<file path="src/rtl/par_chk_pkg.sv">
package par_chk_pkg;
  typedef enum logic [1:0] {
    PC_IDLE  = 2'd0,
    PC_ACC   = 2'd1,
    PC_CHECK = 2'd2
  } pc_state_e;
endpackage

</file>
<file path="src/rtl/par_fsm.sv">
module par_fsm
  import par_chk_pkg::*;
#(
  parameter int WORD_BITS = 9,
  parameter int CNT_W     = $clog2(WORD_BITS)
) (
  input  logic             clk,
  input  logic             rst,
  input  logic             take,
  input  logic [CNT_W-1:0] count,
  output logic             chk_fire
);
  localparam logic [CNT_W-1:0] LAST_DATA = CNT_W'(WORD_BITS - 2);

  pc_state_e state_q, state_d;

  always_comb begin
    state_d = state_q;
    unique case (state_q)
      PC_IDLE: begin
        if (take) begin
          if (WORD_BITS == 2) state_d = PC_CHECK;
          else                state_d = PC_ACC;
        end
      end
      PC_ACC: begin
        if (take && (count == LAST_DATA)) state_d = PC_CHECK;
      end
      PC_CHECK: begin
        if (take) state_d = PC_IDLE;
      end
      default: state_d = PC_IDLE;
    endcase
  end

  always_ff @(posedge clk) begin
    if (rst) state_q <= PC_IDLE;
    else     state_q <= state_d;
  end

  assign chk_fire = take && (state_q == PC_CHECK);
endmodule

</file>
<file path="config.mk">
export PLATFORM = sky130hd
export DESIGN_NAME = par_fsm
export DESIGN_NICKNAME = d
export VERILOG_FILES = /design/src/rtl/par_chk_pkg.sv /design/src/rtl/par_fsm.sv
export SDC_FILE = /design/constraint.sdc
export NUM_CORES = 1
export LEC_CHECK = 0
export BUFFER_PORTS_ARGS = -buffer_cell sky130_fd_sc_hd__buf_2
export CORE_AREA = 2 2 39 41
export CTS_CLUSTER_DIAMETER = 40
export DETAILED_ROUTE_END_ITERATION = 10
export DIE_AREA = 0 0 41 43
export PLACE_DENSITY_LB_ADDON = 0.15
export SYNTH_ARGS = -nofsm -noshare
export SYNTH_HDL_FRONTEND = slang
export SYNTH_SLANG_ARGS = --single-unit
</file>
<file path="constraint.sdc">
create_clock -name clk -period 2.21 [get_ports clk]
set_clock_uncertainty 0.1 [all_clocks]
set_input_delay 0.1105 -clock clk [delete_from_list [all_inputs] [get_ports clk]]
set_output_delay 0.1105 -clock clk [all_outputs]
set_load 0.005 [all_outputs]
</file>
-- Yosys cells after proc, flatten, opt, wreduce, memory -nomap -nowiden
Index checks and enable logic that the tools add are counted.
- bits of input ports: 7
- flip-flop bits (word level): 2
- word-level logic and storage cells: 15
- output and inout port bits: 1
- eq/ne operators: 6
- mux-type cells: 4
- reduce and logical (&&, ||, !) cells: 4
- operators with widths (cell ; count):
    2-to-1 mux 2 bit ; 3
    != test 2 bit, second input constant ; 3
    case mux 2 bit (3 select lines) ; 1
    == test 4 x 3 -> 1 bit, second input constant ; 1
    AND reduction 3 bit ; 1
    == test 2 x 1 -> 1 bit, second input constant ; 1
    == test 2 bit, second input constant ; 1
    logical AND 1 bit ; 2
    logical NOT 2 bit ; 1

-- Longest topological paths before layout
Gate-level depths: netlist (run 1).
- depth in word-level cells: 4
- depth in mapped cells: 2
- mapped depth without buffers: 2

-- Least setup slack after synthesis (run 1)
Ideal clock, no wire load.
- path kind: register to register
- start point: reg state_q[1]
- end point: reg state_q[1]
- path buffers: 0
- setup time: 69 ps
- stages on the path, launching flop included: 3
- clock period less this slack: 1054 ps
- required time: 2041 ps
- arrival time: 885 ps
- path slack: 1156 ps
- cells stage by stage: dfxtp_1 or4bb_1 o21ai_1
- longest elaborated chain between the ends: 3
- elaborated cells on any way between the ends: 8
- classes of those cells: 5 x eq/ne; 1 x mux; 2 x reduce/logical
- ends and longest elaborated chain (item ; line ; source):
    start: declaration ; par_fsm.sv:15 ; pc_state_e state_q, state_d;
    start signal: assignment ; par_fsm.sv:38 ; else state_q <= state_d;
    == test 2 x 1 -> 1 bit (tied with other cells) ; par_fsm.sv:19 ; unique case (state_q)
    != test 2 bit (no line) ; - ;
    AND reduction 3 bit (no line) ; - ;
Several ways; a longest one is shown, not always the timed one.
A chain may end at the register's enable or synchronous reset.

-- Worst setup path after layout (run 1)
Same ends and word-level chain as after synthesis.

==> metrics.csv, run 1 <==
stage,metric,value,unit
worst_setup_path,R2R Setup Slk,1.11,ns
die,die area,1763,µm²
placement,Port-buffer cells,7,
worst_setup_path,Startpoint Class,flop,
cells_and_area,layout cells sized above 1,0.5238,
grt,initial antenna violation count,0,
sta,final setup violation count,0,
sta,RSZ-0062 raised after global routing,no,
worst_setup_path,crit-path max FO,4,
placement,gpl congestion,0.6295,
cts,"Clk Latency, worst-skew pair",0.23,ns
worst_setup_path,CP Class,reg -> reg,
worst_setup_path,worst r2r src,state_q[1],
cts,Post-CTS Hold Fix Bufs,0,
cts,root buffer cell,clkbuf_4,
cts,cts bufs inserted,3,
worst_setup_path,r2r worst-path depth,2,
sta,"Hold Vio Cnt, Final",0,
cells_and_area,register area,40.04,µm²
cells_and_area,final instance area,178.9,µm²
synthesis,Synth warnings,0,
worst_setup_path,Worst path top cell family by delay,simple AND/OR/NAND/NOR gates,
synthesis,sequential area share after synthesis,0.3951,
worst_setup_path,Crit path buffers/inverters,0,
synthesis,Mapped Nets,18,
drt,DR vias/cell,3.432,
cts,clock-pin slew on the worst setup and hold paths,0.03,ns
cells_and_area,Fillers,160,
synthesis,"FF+latch count, synth",2,
pwr,VDD IR-drop max,92.99,µV
synthesis,Mapped Avg Cell Area,9.213,µm²
synthesis,synthesized instance count,11,
die,Starting Density,0.07324,
worst_setup_path,Worst Setup SP,state_q[1],
cells_and_area,top flop regs,state_q x2,
pwr,P_leak,0.07744,nW
worst_setup_path,"Cell Chain, Critical Path",or4bb_1 -> o21ai_1,
worst_hold_path,worst hold-check path type,in -> reg,
grt,global route overflow,0,
sta,Max Fclk,905.3,MHz
sta,sum of negative setup slack,0,ns
pwr,Tot Pwr,0.1316,mW
cells_and_area,ant diodes,0,
die,Rows,14,
drt,DRT iter0 DRCs,0,
sta,Slew HR,0.9031,
cells_and_area,max reg flops,2,
worst_setup_path,worst path required time,2.26,ns
pwr,PD cells,735.5,nW/µm²
worst_setup_path,Worst EP arrival,1.16,ns
worst_setup_path,Reg-to-Reg End,state_q[1],
worst_setup_path,Crit. End Element,flop,
die,Core Footprint,1384,µm²
drt,drt drc,0,
cells_and_area,largest reg by FF count,state_q,
cts,CTS tree,yes,
drt,Routed Antenna Nets,0,
cts,post-cts sizing count,0,
cells_and_area,footprint of the multi-input gates,61.31,µm²
cts,CTS Buffer Depth,2,
grt,Total GRT Usage,0.04108,
run,Max-Cap Viols,0,
worst_setup_path,Crit path depth,2,
drt,Routed Wire Length,288,µm
sta,"Slew Viols, Final",0,
grt,largest net degree at the start of global routing,6,
die,Die W,41,µm
cts,htree depth,1,
drt,vias,127,
cells_and_area,Nets,30,
sta,Final Cycle Share,0.4998,
cts,Setup Buffers After CTS,0,
synthesis,Post-Syn Area,101.3,µm²
drt,Detailed Routing Iterations Pass 1,1,
placement,dpl cell area,156.4,µm²
worst_setup_path,crit path to,state_q[1],
grt,vias in the first global route,118,
die,I/O pins,8,
worst_setup_path,Slowest Stage Delay on Critical Path,0.50,ns
sta,Period minus WS final,1.105,ns
die,Die Y,43,µm
cts,clock sinks,2,
status,status,finished clean,
synthesis,Yosys cell types,8,
sta,Worst-Margin Slew,0.1452,ns
worst_setup_path,Slowest cell on crit path,or4bb_1,
drt,Routed WL per cell,7.784,µm
cells_and_area,Area Overhead vs Synth,76.54,%
grt,first-pass GRT wire length,427,µm
-- worst min path at each step --
stage | cells past startpoint | slack, ns | startpoint | end
3_3_place_gp | 3 | 0.30 | rst | state_q[0]
6_report | 3 | 0.06 | rst | state_q[0]
2_1_floorplan | 2 | 0.18 | rst | state_q[0]
4_1_cts | 3 | 0.05 | rst | state_q[0]
5_1_grt | 3 | 0.06 | rst | state_q[0]
3_5_place_dp | 3 | 0.30 | rst | state_q[0]
-- through the flow --
| stage | util | hold WS (ns) | std cells | setup WS [ns] |
|---|---|---|---|---|
| 2_1_floorplan | - | 0.1818 | 11 | 1.156 |
| 3_3_place_gp | 0.1130 | 0.2998 | 34 | 1.112 |
| 3_5_place_dp | 0.1130 | 0.2998 | 34 | 1.098 |
| 4_1_cts | 0.1293 | 0.05072 | 37 | 1.096 |
| 5_1_grt | 0.1293 | 0.05583 | 37 | 1.016 |
| 6_report | 0.1293 | 0.06045 | 37 | 1.105 |
-- worst min-delay path, stage by stage --
cell	delay (ns)
buf_2	0.09
nor2_1	0.04
o221a_2	0.10
-- where the power goes --
group | total, mW | internal, mW | switching [mW]
combinational | 0.0103 | 0.00660 | 0.00373
sequential | 0.0395 | 0.0379 | 0.00160
clock | 0.0818 | 0.0600 | 0.0218
-- per-layer routing --
metal | global-route usage | part of all wire
met1 | 0.03195 | 0.38
met4 | 0.04000 | 0
met5 | 0 | 0
met2 | 0.05938 | 0.52
met3 | 0.03141 | 0.10
-- cells by family after synthesis --
logic type / share of synthesized area
AOI/OAI and AO/OA: 0.1604
DFF: 0.3951
and+or+nand+nor: 0.4445
-- synth_stat cells --
master | n | area, µm²
o21ai_1 | 1 | 5.000
or4b_1 | 1 | 10.01
dfxtp_1 | 2 | 40.04
nand2_1 | 2 | 7.510
or4bb_1 | 1 | 11.26
nand4b_1 | 1 | 8.760
o221a_2 | 1 | 11.26
nor2_1 | 2 | 7.510
-- cell type report --
class | count | share of cell area
clock buffer | 3 | 0.1259
multi-input combinational | 9 | 0.3427
sequential | 2 | 0.2238
tap | 16 | 0.1119
timing repair buffer | 7 | 0.1958
-- placed cells by master, fill, tap and decap left out --
cell type,synthesis,routed
nand2_1,2,2
buf_2,0,7
or4b_1,1,1
dfxtp_1,2,2
o221a_2,1,1
clkbuf_4,0,3
o21ai_1,1,1
nor2_1,2,2
nand4b_1,1,1
or4bb_1,1,1
Note: power is estimated with default switching activity, not from simulation.
==> run 2: changes to the inputs <==
==> constraint.sdc (replaced) <==
create_clock -name clk -period 0.9 [get_ports clk]
set_clock_uncertainty 0.1 [all_clocks]
set_input_delay 0.045 -clock clk [delete_from_list [all_inputs] [get_ports clk]]
set_output_delay 0.045 -clock clk [all_outputs]
set_load 0.005 [all_outputs]
==> run 2 against run 1 <==
- the run now ends with hold timing, setup timing left
- flip-flop and latch count stayed put
- final area grew 20%
- worst hold slack got worse by 0.064 ns
- critical endpoint unchanged
- non-clock buffer count up 4
==> metrics.csv, run 2 (synthesis results as in run 1) <==
stage,metric,value,unit
sta,sum of negative setup slack,-0.3904,ns
pwr,PD cells,1584,nW/µm²
pwr,P_leak,0.09870,nW
drt,DRT iter0 DRCs,3,
worst_setup_path,Startpoint Class,flop,
worst_setup_path,CP Class,reg -> reg,
cts,CTS Buffer Depth,2,
drt,Routed Wire Length,315,µm
drt,drt drc,0,
cells_and_area,largest reg by FF count,state_q,
sta,Slew HR,0.9269,
cts,CTS tree,yes,
cells_and_area,ant diodes,0,
sta,"Slew Viols, Final",0,
die,Die Y,43,µm
sta,final setup violation count,3,
worst_setup_path,Slowest Stage Delay on Critical Path,0.46,ns
cts,root buffer cell,clkbuf_4,
grt,largest net degree at the start of global routing,5,
cts,"Clk Latency, worst-skew pair",0.23,ns
drt,vias,137,
grt,initial antenna violation count,0,
grt,Total GRT Usage,0.05405,
worst_setup_path,"Cell Chain, Critical Path",or4bb_1 -> o21ai_1,
cells_and_area,layout cells sized above 1,0.6800,
cells_and_area,register area,42.54,µm²
sta,RSZ-0062 raised after global routing,yes,
cells_and_area,Fillers,158,
cells_and_area,Area Overhead vs Synth,112.3,%
placement,gpl congestion,0.6629,
cts,clock sinks,2,
placement,Placed Cells,38,
cells_and_area,max reg flops,2,
worst_setup_path,R2R Setup Slk,-0.16,ns
cts,clock-pin slew on the worst setup and hold paths,0.03,ns
worst_hold_path,worst hold-check path type,in -> reg,
sta,Period minus WS final,1.063,ns
sta,worst hold slack,-0.003542,ns
sta,Final Cycle Share,1.181,
die,Starting Density,0.07324,
placement,Port-buffer cells,7,
sta,setup ws final,-0.1627,ns
drt,Detailed Routing Iterations Pass 1,2,
cts,Setup Buffers After CTS,0,
grt,first-pass GRT wire length,572,µm
run,Max-Cap Viols,0,
drt,Routed WL per cell,7.683,µm
placement,hpwl dp,239.3,µm
pwr,VDD IR-drop max,265.5,µV
drt,DR vias/cell,3.341,
sta,Max Fclk,941.0,MHz
cells_and_area,Nets,34,
die,Core Footprint,1384,µm²
cells_and_area,"leading cell types in the layout, fill and taps excluded","buf_2 (7), clkbuf_4 (3), buf_4 (3)",
die,Die W,41,µm
drt,Routed Antenna Nets,0,
worst_setup_path,worst path required time,0.95,ns
cts,cts bufs inserted,3,
die,Rows,14,
sta,Worst-Margin Slew,0.1091,ns
grt,vias in the first global route,140,
cells_and_area,Post-Layout Cell Count,41,
cts,htree depth,1,
cells_and_area,footprint of the multi-input gates,61.31,µm²
worst_setup_path,Crit. End Element,flop,
grt,global route overflow,0,
worst_setup_path,crit-path max FO,3,
worst_setup_path,Worst EP arrival,1.12,ns
die,I/O pins,8,
die,die area,1763,µm²
worst_setup_path,Slowest cell on crit path,or4bb_1,
cells_and_area,top flop regs,state_q x2,
sta,"Hold Vio Cnt, Final",1,
status,failing checks,"hold timing, setup timing",
status,status,finished with violations,
cells_and_area,"commonest non-fill, non-tap cell in the layout",buf_2,
[run 2: cell count changes in the layout (fill, tap and decap cells not counted), sizes merged]
cell  delta
buf      +4
[run 2: worst paths after layout]
| path | startpoint | end | cells after the start |
|---|---|---|---|
| worst max-delay path | state_q[1] | state_q[1] | 2 |
| worst min-delay path | rst | state_q[0] | 3 |
| worst max register to register | state_q[1] | state_q[1] | 2 |
| worst min register to register | state_q[1] | state_q[1] | 2 |
[run 2: metrics by stage]
| stage | cell area (µm²) | worst slack, ns | power (mW) | util |
|---|---|---|---|---|
| finish | 215.2 | -0.1627 | 0.3409 | 0.1555 |
| global route | 215.2 | -0.2429 | 0.3763 | 0.1555 |
| CTS | 215.2 | -0.1694 | 0.3562 | 0.1555 |
| detailed placement | 187.7 | -0.1742 | 0.1336 | 0.1356 |
| global placement | 187.7 | -0.1827 | 0.1347 | 0.1356 |
| floorplan | 102.6 | -0.1425 | 0.1067 | - |
[run 2: per-layer routing]
metal / global-route usage / vias up / share of wire
li1: - / 71 / -
met1: 0.07325 / 58 / 0.53
met2: 0.05000 / 8 / 0.38
met3: 0.01571 / 0 / 0.092
met4: 0.08000 / 0 / 0
met5: 0 / - / 0
[run 2: power breakdown]
group | internal, mW | switching (mW)
Sequential | 0.0937 | 0.00350
Combinational | 0.0259 | 0.0119
Clock | 0.148 | 0.0579
[run 2: layout make-up]
cell class	instances	area share
multi-input combinational	9	0.2849
timing repair buffer	11	0.3198
tap	16	0.09302
sequential	2	0.1977
clock buffer	3	0.1047
[run 2: timing repair]
item	CTS	global route
endpoints found under the setup margin	3	3
gates resized for setup	2	0
endpoints found under the hold margin	2	1
pin swaps	3	0
[run 2: critical path, delay by kind of cell (launching register included)]
kind / cells / cell delay, ns
simple gates: 1 / 0.46
flops: 1 / 0.31
compound gates: 1 / 0.11
==> run 3: changes to the inputs <==
--- a/config.mk
+++ b/config.mk
@@ -7,7 +7,6 @@
 export LEC_CHECK = 0
 export BUFFER_PORTS_ARGS = -buffer_cell sky130_fd_sc_hd__buf_2
 export CORE_AREA = 2 2 39 41
-export CTS_CLUSTER_DIAMETER = 40
 export DETAILED_ROUTE_END_ITERATION = 10
 export DIE_AREA = 0 0 41 43
 export PLACE_DENSITY_LB_ADDON = 0.15
==> constraint.sdc (replaced) <==
create_clock -name clk -period 1.2 [get_ports clk]
set_clock_uncertainty 0.1 [all_clocks]
set_input_delay 0.06 -clock clk [delete_from_list [all_inputs] [get_ports clk]]
set_output_delay 0.06 -clock clk [all_outputs]
set_load 0.005 [all_outputs]
==> run 3 against run 2 <==
- the flow now finishes without violations
- global-route usage is 1.0 points lower
- final area is 17% lower
- clock power is 27% lower
- sequential power is 25% lower
- first-iteration DRC count is 100% lower
- count of clock-buffer cells in the layout stayed put
- register-to-register slack better by 0.26 ns
- wire length is 8.9% lower
- utilization is 2.6 points lower
- worst hold slack better by 0.014 ns
- critical endpoint unchanged
- largest power group unchanged
- highest routed layer unchanged
==> metrics.csv, run 3 (synthesis results as in run 1) <==
stage,metric,value,unit
worst_setup_path,Worst EP arrival,1.16,ns
cts,htree depth,1,
sta,"Slew Viols, Final",0,
worst_setup_path,worst r2r src,state_q[1],
worst_setup_path,crit-path max FO,4,
sta,setup ws final,0.09702,ns
placement,gpl congestion,0.6292,
pwr,Tot Pwr,0.2410,mW
die,die area,1763,µm²
cts,cts bufs inserted,3,
cts,clock sinks,2,
worst_setup_path,Reg-to-Reg End,state_q[1],
worst_setup_path,CP Class,reg -> reg,
worst_setup_path,Worst Setup SP,state_q[1],
drt,DRT iter0 DRCs,0,
grt,largest net degree at the start of global routing,6,
placement,Port-buffer cells,7,
die,Starting Density,0.07324,
placement,dpl cell area,156.4,µm²
sta,final setup violation count,0,
placement,Placed Cells,34,
worst_setup_path,R2R Setup Slk,0.1,ns
pwr,cell-internal power,0.1923,mW
die,Die Y,43,µm
cells_and_area,"commonest non-fill, non-tap cell in the layout",buf_2,
sta,RSZ-0062 raised after global routing,no,
cells_and_area,layout cells sized above 1,0.5238,
cells_and_area,Fillers,166,
cts,root buffer cell,clkbuf_4,
pwr,sw frac,0.2018,
cts,CTS Buffer Depth,2,
worst_setup_path,r2r worst-path depth,2,
cells_and_area,Post-Route Utilization,0.1293,
worst_setup_path,Crit. End Element,flop,
die,Rows,14,
cells_and_area,Nets,30,
sta,Period minus WS final,1.103,ns
cells_and_area,Post-Layout Cell Count,37,
grt,Total GRT Usage,0.04409,
grt,initial antenna violation count,0,
cells_and_area,final instance area,178.9,µm²
drt,Routed Wire Length,287,µm
worst_setup_path,Startpoint Class,flop,
cells_and_area,largest reg by FF count,state_q,
grt,global route overflow,0,
pwr,NetSw,0.04864,mW
pwr,P_leak,0.07744,nW
pwr,Clock Power Share,0.621,
drt,Detailed Routing Iterations Pass 1,1,
sta,Final Cycle Share,0.9191,
cells_and_area,top flop regs,state_q x2,
cells_and_area,"leading cell types in the layout, fill and taps excluded","buf_2 (7), clkbuf_4 (3), nand2_1 (2), nor2_1 (2), dfxtp_1 (2)",
cts,CTS tree,yes,
sta,Slew HR,0.9092,
worst_setup_path,worst path required time,1.25,ns
cells_and_area,register area,40.04,µm²
cts,post-cts sizing count,0,
sta,sum of negative setup slack,0,ns
cells_and_area,max reg flops,2,
cts,Setup Buffers After CTS,0,
die,I/O pins,8,
sta,"Hold Vio Cnt, Final",0,
pwr,VDD IR-drop max,170.4,µV
drt,DR vias/cell,3.459,
drt,drt drc,0,
worst_setup_path,crit path to,state_q[1],
pwr,PD cells,1347,nW/µm²
die,Die W,41,µm
cells_and_area,footprint of the multi-input gates,61.31,µm²
drt,vias,128,
cells_and_area,ant diodes,0,
status,status,finished clean,
grt,first-pass GRT wire length,469,µm
run,Max-Cap Viols,0,
pwr,Seq pwr share,0.301,
pwr,combinational power share,0.078,
placement,Post-Place Worst Slack,0.09052,ns
worst_hold_path,worst hold-check path type,in -> reg,
cts,Post-CTS Hold Fix Bufs,0,
cts,clock-pin slew on the worst setup and hold paths,0.03,ns
die,Core Footprint,1384,µm²
drt,Routed Antenna Nets,0,
drt,Routed WL per cell,7.757,µm
cells_and_area,Area Overhead vs Synth,76.54,%
sta,Worst-Margin Slew,0.1360,ns
grt,vias in the first global route,119,
sta,worst hold slack,0.01058,ns
sta,Max Fclk,906.6,MHz
cts,"Clk Latency, worst-skew pair",0.23,ns
[run 3: cell count changes in the layout (fill, tap and decap cells not counted), sizes merged]
cell / delta
buf: -4
[run 3: how the worst min path moves through the flow]
stage,slack (ns),depth (start not counted),startpoint,endpoint
finish,0.01,3,rst,state_q[0]
global route,0.005,3,rst,state_q[0]
CTS,0.0002,3,rst,state_q[0]
detailed placement,0.25,3,rst,state_q[0]
global placement,0.25,3,rst,state_q[0]
floorplan,0.10,2,take,chk_fire
[run 3: worst max-delay path, stage by stage (launching register included)]
cell and delay [ns]:
dfxtp_1 0.32, or4bb_1 0.49, o21ai_1 0.12
[run 3: layer usage]
| layer | wire (µm) | vias up | global-route usage |
|---|---|---|---|
| li1 | - | 63 | - |
| met1 | 101 | 60 | 0.04153 |
| met2 | 154 | 5 | 0.05938 |
| met3 | 30 | 0 | 0.03141 |
| met4 | 0 | 0 | 0.04000 |
| met5 | 0 | - | 0 |
[run 3: layout make-up]
type                    count  share of cell area
multi-input cells           9              0.3427
clock buffers               3              0.1259
well taps                  16              0.1119
repair buffers              7              0.1958
flip-flops and latches      2              0.2238
[run 3: power groups by stage]
stage	Combinational, mW	Clock, mW	Sequential [mW]
3_5_place_dp	0.0196	0	0.0732
3_3_place_gp	0.0191	0	0.0737
4_1_cts	0.0194	0.160	0.0725
5_1_grt	0.0211	0.169	0.0731
2_1_floorplan	0.00707	0	0.0724
6_report	0.0188	0.150	0.0726
